## config.mk

```make
export PLATFORM = sky130hd
export DESIGN_NAME = sdbg_target
export DESIGN_NICKNAME = d
export VERILOG_FILES = /design/src/rtl/sdbg_pkg.sv /design/src/rtl/sdbg_frame_fsm.sv /design/src/rtl/sdbg_wr_path.sv /design/src/rtl/sdbg_rd_path.sv /design/src/rtl/sdbg_target.sv
export SDC_FILE = /design/constraint.sdc
export NUM_CORES = 1
export LEC_CHECK = 0
export BUFFER_PORTS_ARGS = -buffer_cell sky130_fd_sc_hd__buf_4
export CAP_MARGIN = 20
export CORE_ASPECT_RATIO = 0.9
export CORE_MARGIN = 2
export CORE_UTILIZATION = 45
export DETAILED_ROUTE_END_ITERATION = 10
export HOLD_SLACK_MARGIN = 0.1
export MAX_ROUTING_LAYER = met4
export PLACE_DENSITY = 0.68
export SYNTH_ARGS = -nofsm -noshare
export SYNTH_HDL_FRONTEND = slang
export SYNTH_HIERARCHICAL = 1
export SYNTH_SLANG_ARGS = --single-unit
```

## constraint.sdc

```tcl
create_clock -name clk -period 1.8 [get_ports clk]
set_input_delay 0.54 -clock clk [delete_from_list [all_inputs] [get_ports clk]]
set_output_delay 0.54 -clock clk [all_outputs]
set_load 0.02 [all_outputs]
```

## src/rtl/sdbg_pkg.sv

```systemverilog
`timescale 1ns/1ps
package sdbg_pkg;

  typedef enum logic [3:0] {
    ST_IDLE, ST_RW, ST_SEL0, ST_SEL1, ST_TURN,
    ST_WPAY, ST_WPAR, ST_RSYNC, ST_RPAY, ST_RPAR, ST_TAIL
  } lnk_st_e;

  typedef enum logic [1:0] {
    SEL_BAD  = 2'd0,
    SEL_INSN = 2'd1,
    SEL_DATA = 2'd2
  } sel_e;

  function automatic sel_e sel_decode(input logic b0, input logic b1);
    if (!b0 && b1)      return SEL_INSN;
    else if (b0 && b1)  return SEL_DATA;
    else                return SEL_BAD;
  endfunction

endpackage

```

## src/rtl/sdbg_frame_fsm.sv

```systemverilog
`timescale 1ns/1ps
module sdbg_frame_fsm
  import sdbg_pkg::*;
#(
  parameter int INSN_W = 8,
  parameter int DATA_W = 32
) (
  input  logic    clk,
  input  logic    rst_n,
  input  logic    line_i,
  output lnk_st_e state_o,
  output logic    rw_o,
  output sel_e    sel_o,
  output logic    pay_last_o,
  output logic    start_o
);
  localparam int CNT_W = $clog2(DATA_W);

  lnk_st_e          state_q;
  logic [CNT_W-1:0] cnt_q;
  logic             rw_q;
  logic             b0_q;
  sel_e             sel_q;
  logic [CNT_W-1:0] last_idx;

  assign last_idx   = (!rw_q && sel_q == SEL_INSN) ? CNT_W'(INSN_W - 1) : CNT_W'(DATA_W - 1);
  assign pay_last_o = (cnt_q == last_idx);
  assign start_o    = (state_q == ST_IDLE) && !line_i;

  always_ff @(posedge clk or negedge rst_n) begin
    if (!rst_n) begin
      state_q <= ST_IDLE;
      cnt_q   <= '0;
      rw_q    <= 1'b0;
      b0_q    <= 1'b0;
      sel_q   <= SEL_BAD;
    end else begin
      unique case (state_q)
        ST_IDLE:  if (!line_i) state_q <= ST_RW;
        ST_RW:    begin rw_q <= line_i; state_q <= ST_SEL0; end
        ST_SEL0:  begin b0_q <= line_i; state_q <= ST_SEL1; end
        ST_SEL1:  begin sel_q <= sel_decode(b0_q, line_i); state_q <= ST_TURN; end
        ST_TURN:  begin cnt_q <= '0; state_q <= rw_q ? ST_RSYNC : ST_WPAY; end
        ST_WPAY:  begin
          cnt_q <= cnt_q + CNT_W'(1);
          if (pay_last_o) state_q <= ST_WPAR;
        end
        ST_WPAR:  state_q <= ST_TAIL;
        ST_RSYNC: begin cnt_q <= '0; state_q <= ST_RPAY; end
        ST_RPAY:  begin
          cnt_q <= cnt_q + CNT_W'(1);
          if (pay_last_o) state_q <= ST_RPAR;
        end
        ST_RPAR:  state_q <= ST_TAIL;
        default:  state_q <= ST_IDLE;
      endcase
    end
  end

  assign state_o = state_q;
  assign rw_o    = rw_q;
  assign sel_o   = sel_q;

  AST_START_OPENS_FRAME: assert property (@(posedge clk) disable iff (!rst_n)
    (state_q == ST_IDLE && !line_i) |=> (state_q == ST_RW));
  AST_READ_AFTER_TURN: assert property (@(posedge clk) disable iff (!rst_n)
    (state_q == ST_TURN && rw_q) |=> (state_q == ST_RSYNC));
endmodule

```

## src/rtl/sdbg_wr_path.sv

```systemverilog
`timescale 1ns/1ps
module sdbg_wr_path
  import sdbg_pkg::*;
#(
  parameter int INSN_W = 8,
  parameter int DATA_W = 32
) (
  input  logic              clk,
  input  logic              rst_n,
  input  logic              line_i,
  input  lnk_st_e           state_i,
  input  sel_e              sel_i,
  input  logic              start_i,
  output logic [INSN_W-1:0] insn_o,
  output logic              insn_wr_o,
  output logic [DATA_W-1:0] data_o,
  output logic              data_wr_o,
  output logic              err_o
);
  logic [DATA_W-1:0] sh_q;
  logic              par_q;

  always_ff @(posedge clk or negedge rst_n) begin
    if (!rst_n) begin
      sh_q      <= '0;
      par_q     <= 1'b1;
      insn_o    <= '0;
      insn_wr_o <= 1'b0;
      data_o    <= '0;
      data_wr_o <= 1'b0;
      err_o     <= 1'b0;
    end else begin
      insn_wr_o <= 1'b0;
      data_wr_o <= 1'b0;
      if (start_i) err_o <= 1'b0;
      unique case (state_i)
        ST_TURN: par_q <= 1'b1;
        ST_WPAY: begin
          sh_q  <= {line_i, sh_q[DATA_W-1:1]};
          par_q <= par_q ^ line_i;
        end
        ST_WPAR: begin
          if (line_i == par_q) begin
            if (sel_i == SEL_INSN) begin
              insn_o    <= sh_q[DATA_W-1 -: INSN_W];
              insn_wr_o <= 1'b1;
            end else if (sel_i == SEL_DATA) begin
              data_o    <= sh_q;
              data_wr_o <= 1'b1;
            end
          end else begin
            err_o <= 1'b1;
          end
        end
        default: ;
      endcase
    end
  end

  AST_INSN_STROBE_PULSE: assert property (@(posedge clk) disable iff (!rst_n)
    insn_wr_o |=> !insn_wr_o);
  AST_INSN_HOLD: assert property (@(posedge clk) disable iff (!rst_n)
    !$stable(insn_o) |-> insn_wr_o);
  AST_DATA_STROBE_PULSE: assert property (@(posedge clk) disable iff (!rst_n)
    data_wr_o |=> !data_wr_o);
  AST_ERR_NO_STROBE: assert property (@(posedge clk) disable iff (!rst_n)
    $rose(err_o) |-> (!insn_wr_o && !data_wr_o));
  AST_ERR_CLEAR_ON_START: assert property (@(posedge clk) disable iff (!rst_n)
    $fell(err_o) |-> (state_i == ST_RW));
endmodule

```

## src/rtl/sdbg_rd_path.sv

```systemverilog
`timescale 1ns/1ps
module sdbg_rd_path
  import sdbg_pkg::*;
#(
  parameter int INSN_W = 8,
  parameter int DATA_W = 32
) (
  input  logic              clk,
  input  logic              rst_n,
  input  lnk_st_e           state_i,
  input  logic              rw_i,
  input  sel_e              sel_i,
  input  logic [INSN_W-1:0] insn_i,
  input  logic [DATA_W-1:0] rd_data_i,
  output logic              rd_req_o,
  output logic              line_o,
  output logic              oe_o
);
  localparam int RUN_W = $clog2(DATA_W + 4);

  logic [DATA_W-1:0] sh_q;
  logic              par_q;
  logic [DATA_W-1:0] load_val;

  always_comb begin
    unique case (sel_i)
      SEL_DATA: load_val = rd_data_i;
      SEL_INSN: load_val = DATA_W'(insn_i);
      default:  load_val = '0;
    endcase
  end

  always_ff @(posedge clk or negedge rst_n) begin
    if (!rst_n) begin
      sh_q     <= '0;
      par_q    <= 1'b1;
      rd_req_o <= 1'b0;
    end else begin
      rd_req_o <= (state_i == ST_TURN) && rw_i && (sel_i == SEL_DATA);
      if (state_i == ST_RSYNC) begin
        sh_q  <= load_val;
        par_q <= 1'b1;
      end else if (state_i == ST_RPAY) begin
        sh_q  <= sh_q >> 1;
        par_q <= par_q ^ sh_q[0];
      end
    end
  end

  always_ff @(negedge clk or negedge rst_n) begin
    if (!rst_n) begin
      oe_o   <= 1'b0;
      line_o <= 1'b0;
    end else begin
      oe_o <= (state_i == ST_RSYNC) || (state_i == ST_RPAY) || (state_i == ST_RPAR);
      unique case (state_i)
        ST_RPAY: line_o <= sh_q[0];
        ST_RPAR: line_o <= par_q;
        default: line_o <= 1'b0;
      endcase
    end
  end

  logic [RUN_W-1:0] run_q;
  always_ff @(posedge clk or negedge rst_n) begin
    if (!rst_n) run_q <= '0;
    else        run_q <= oe_o ? run_q + RUN_W'(1) : '0;
  end

  AST_SYNC_LOW: assert property (@(posedge clk) disable iff (!rst_n)
    $rose(oe_o) |-> !line_o);
  AST_OE_WINDOW: assert property (@(posedge clk) disable iff (!rst_n)
    run_q <= RUN_W'(DATA_W + 2));
  AST_REQ_IN_SYNC: assert property (@(posedge clk) disable iff (!rst_n)
    rd_req_o |-> (oe_o && state_i == ST_RSYNC));
endmodule

```

## src/rtl/sdbg_target.sv

```systemverilog
`timescale 1ns/1ps
module sdbg_target
  import sdbg_pkg::*;
#(
  parameter int INSN_W = 8,
  parameter int DATA_W = 32
) (
  input  logic              clk,
  input  logic              rst_n,
  input  logic              sdio_i,
  output logic              sdio_o,
  output logic              sdio_oe,
  output logic [INSN_W-1:0] insn_o,
  output logic              insn_wr_valid,
  output logic [DATA_W-1:0] dr_wdata,
  output logic              dr_wr_valid,
  output logic              dr_rd_req,
  input  logic [DATA_W-1:0] dr_rd_data,
  output logic              par_err
);
  lnk_st_e state;
  logic    rw;
  sel_e    sel;
  logic    pay_last;
  logic    start;

  sdbg_frame_fsm #(.INSN_W(INSN_W), .DATA_W(DATA_W)) u_fsm (
    .clk(clk), .rst_n(rst_n), .line_i(sdio_i),
    .state_o(state), .rw_o(rw), .sel_o(sel),
    .pay_last_o(pay_last), .start_o(start)
  );

  sdbg_wr_path #(.INSN_W(INSN_W), .DATA_W(DATA_W)) u_wr (
    .clk(clk), .rst_n(rst_n), .line_i(sdio_i),
    .state_i(state), .sel_i(sel), .start_i(start),
    .insn_o(insn_o), .insn_wr_o(insn_wr_valid),
    .data_o(dr_wdata), .data_wr_o(dr_wr_valid), .err_o(par_err)
  );

  sdbg_rd_path #(.INSN_W(INSN_W), .DATA_W(DATA_W)) u_rd (
    .clk(clk), .rst_n(rst_n), .state_i(state), .rw_i(rw), .sel_i(sel),
    .insn_i(insn_o), .rd_data_i(dr_rd_data),
    .rd_req_o(dr_rd_req), .line_o(sdio_o), .oe_o(sdio_oe)
  );

  AST_NO_DRIVE_WITH_STROBE: assert property (@(posedge clk) disable iff (!rst_n)
    sdio_oe |-> (!insn_wr_valid && !dr_wr_valid));
  AST_LAST_ONLY_IN_PAYLOAD: assert property (@(posedge clk) disable iff (!rst_n)
    (state == ST_WPAY && pay_last) |=> (state == ST_WPAR));
endmodule

```

Word level (Yosys, flattened, before mapping)
Cells that the tools add are included.

Bitwise gates (word level): 3. Reductions and logical operators: 21. Equality and inequality tests: 16. Muxes and demuxes: 26. $add $sub $neg: 1.

Operators by type and width (number): $mux 32 (2); $pmux 32 s2 (1); $pmux 4 s9 (1); $eq 4x3->1 const B (4); $mux 1 (12); $mux 4 (3); $pmux 5 s2 (1); $eq 4x2->1 const B (2); $eq 4x4->1 const B (2); $logic_and 1x1->1 (6); $mux 2 (3); $ne 2x2->1 const B (3); $reduce_and 3->1 (2); $reduce_bool 2->1 (3); $reduce_or 2->1 (3); $add 5x1->5 const B (1); $eq 5x5->1 (1); $mux 5 (1); $eq 4x1->1 const B (1); $logic_not 4->1 (1); $pmux 1 s2 (2); $reduce_and 4->1 (1); $logic_not 1->1 (3); $eq 2x1->1 const B (1); 5 further kinds (7).

Bits of input ports: 35. Output and inout port bits: 46. Flip-flop bits (word level): 125. Word-level logic and storage cells: 84.

Longest topological paths before layout
Depth in word-level cells: 6. Depth in mapped cells: 6. Depth with buffers taken out: 5.

Modules after synthesis
The synthesis kept the hierarchy.

Modules (own cells, without submodules): sdbg_wr_path (area an instance 3006.6 sq um, cells an instance 169, times used 1); sdbg_rd_path (area an instance 1734.2 sq um, cells an instance 150, times used 1); sdbg_frame_fsm (area an instance 865.8 sq um, cells an instance 95, times used 1).

==> flow_metrics.env <==
export IMPL_status="finished, violations left"
export IMPL_violations="setup timing"
export IMPL_grt_usage=0.188
export IMPL_wirelength_um=11500
export IMPL_grt_pass1_wl_um=18700
export IMPL_cts_max_level=4
export IMPL_cpPeakStageDelay_ns=0.40
export IMPL_peakVddDrop_v=0.000701
export IMPL_die_h_um=110
export IMPL_postRouteAntennaNets=0
export IMPL_place_inst=653
export IMPL_skew_ns=0.0212
export IMPL_pwr_share_seq=0.377
export IMPL_clock_sinks=125
export IMPL_die_x_um=122
export IMPL_place_congestion=0.776
export IMPL_drv_cap=0
export IMPL_io_pins=81
export IMPL_final_cell_mix="119 x dfrtp_1, 101 x buf_4, 45 x mux2_2"
export IMPL_area_growth_pct=28.8
export IMPL_p_per_area_nw_per_um2=1410
export IMPL_drcViolationCount=0
export IMPL_nets=551
export IMPL_clk_latency_ns=0.41
export IMPL_netlist_instances=413
export IMPL_hold_path_class="in2async"
export IMPL_rr_startpoint="u_fsm/state_o[1]"
export IMPL_layout_cells_non_filler=684
export IMPL_vias=3631
export IMPL_clk_path_buf_depth=2
export IMPL_synth_nets=451
export IMPL_cts_root_buf="clkbuf_16"
export IMPL_numCtsBuffers=17
export IMPL_power_leakage_nw=3.68
export IMPL_gr_total_overflow=0
export IMPL_critical_path_slowest_cell="dfrtn_1"
export IMPL_place_hpwl_um=7520
export IMPL_slew_violations=0
export IMPL_hold_buffers=0
export IMPL_finalSetupViolations=2
export IMPL_rsz0062_at_grt="true"
export IMPL_io_buffers=80
export IMPL_path_clk_slew_ns=0.05
export IMPL_syn_area_per_cell_um2=13.6
export IMPL_holdWs_ns=0.287
export IMPL_fillers=979
export IMPL_antenna_found_initial=0
export IMPL_p_sw_mw=2.93
export IMPL_wl_per_cell_um=16.8
export IMPL_fin_total_pwr_mw=10.1
export IMPL_clkPwrFrac=0.361
export IMPL_reg2reg_setup_slack_ns=0
export IMPL_firstDrtPassIters=4
export IMPL_critPathBufInv=1
export IMPL_grt_max_degree=69
export IMPL_drt_iter0_markers=205
export IMPL_ys_warn_count=6
export IMPL_swShare=0.289
export IMPL_grt_pass1_vias=3737
export IMPL_die_area_um2=13400
export IMPL_final_core_util=0.595
export IMPL_start_util=0.462
export IMPL_dp_slack_ns=-0.148
export IMPL_relSlewSlack=0.430
export IMPL_core_area_um2=12100
export IMPL_intPower_mw=7.21
export IMPL_cp_max_fo=1
export IMPL_cts_setup_buffers=0
export IMPL_syn_cell_area_um2=5600
export IMPL_cp_cell_sequence="buf_6"
export IMPL_path_delay_family="flip-flops"
export IMPL_insertedDiodeCount=0
export IMPL_critPathKind="reg2out"
export IMPL_layout_drive_gt1_share=0.441
export IMPL_mostFrequentLayoutCell="dfrtp_1"
export IMPL_startpoint_type="register"
export IMPL_r2r_end="u_rd/line_o"
export IMPL_worstRegToRegCells=2
export IMPL_cts_tree="built"
export IMPL_via_per_inst=5.31
export IMPL_tightest_slew_ns=0.855
export IMPL_end_kind="primary output"
export IMPL_crit_arrival_ns=1.81
export IMPL_combPwrFrac=0.262
export IMPL_worst_slack_ns=-0.548
export IMPL_hold_viol=0
export IMPL_num_rows=38
export IMPL_cp_required_ns=1.26
[worst max-delay path by stage]
stage | from | to | cells after the start
finish | u_rd/line_o | sdio_o | 1
global route | u_rd/line_o | sdio_o | 1
CTS | u_rd/line_o | sdio_o | 1
detailed placement | u_rd/line_o | sdio_o | 1
global placement | u_rd/line_o | sdio_o | 1
floorplan | u_rd/line_o | sdio_o | 0
[repair_timing]
action                                  CTS  global route
pin swaps                                 0             2
endpoints found under the setup margin   35            65
gates cloned                              0             1
resized for setup                         3             9
[area by class of cell]
cell class	instances	area [um2]	area share
tap	160	200	0.0277
sequential	125	3130	0.434
multi-input combinational	247	2280	0.316
timing repair buffer	111	920	0.127
clock inverter	6	130	0.0180
inverter	11	41.3	0.00572
clock buffer	24	512	0.0709
[metal layers]
metal | track usage | share of wire | vias to the layer above
li1 | - | - | 1739
met1 | 0.240 | 0.46 | 1813
met2 | 0.281 | 0.48 | 68
met3 | 0.0513 | 0.038 | 11
met4 | 0.0837 | 0.015 | 0
met5 | - | 0 | -
[power by group through the flow]
| stage | Combinational [mW] | Sequential [mW] | Clock, mW |
|---|---|---|---|
| 2_1_floorplan | 1.70 | 3.81 | 0 |
| 3_3_place_gp | 2.48 | 3.84 | 0 |
| 3_5_place_dp | 2.56 | 3.86 | 0 |
| 4_1_cts | 2.59 | 3.82 | 3.74 |
| 5_1_grt | 2.89 | 3.91 | 3.86 |
| 6_report | 2.65 | 3.82 | 3.66 |
[registers in the layout, indices dropped and copies added (netlist names), 2 cells and up]
signal,count
u_fsm/sel_o,2
u_wr/data_o,32
u_rd/sh_q,32
u_wr/sh_q,32
u_wr/insn_o,8
u_fsm/cnt_q,5
u_fsm/state_o,4
[per-stage QoR]
stage	setup TNS, ns	area (um2)
2_1_floorplan	-0.270	5610
3_3_place_gp	-0.465	6500
3_5_place_dp	-0.386	6500
4_1_cts	-1.14	7160
5_1_grt	-1.22	7210
6_report	-1.09	7210
(Power assumes the default switching activity.)
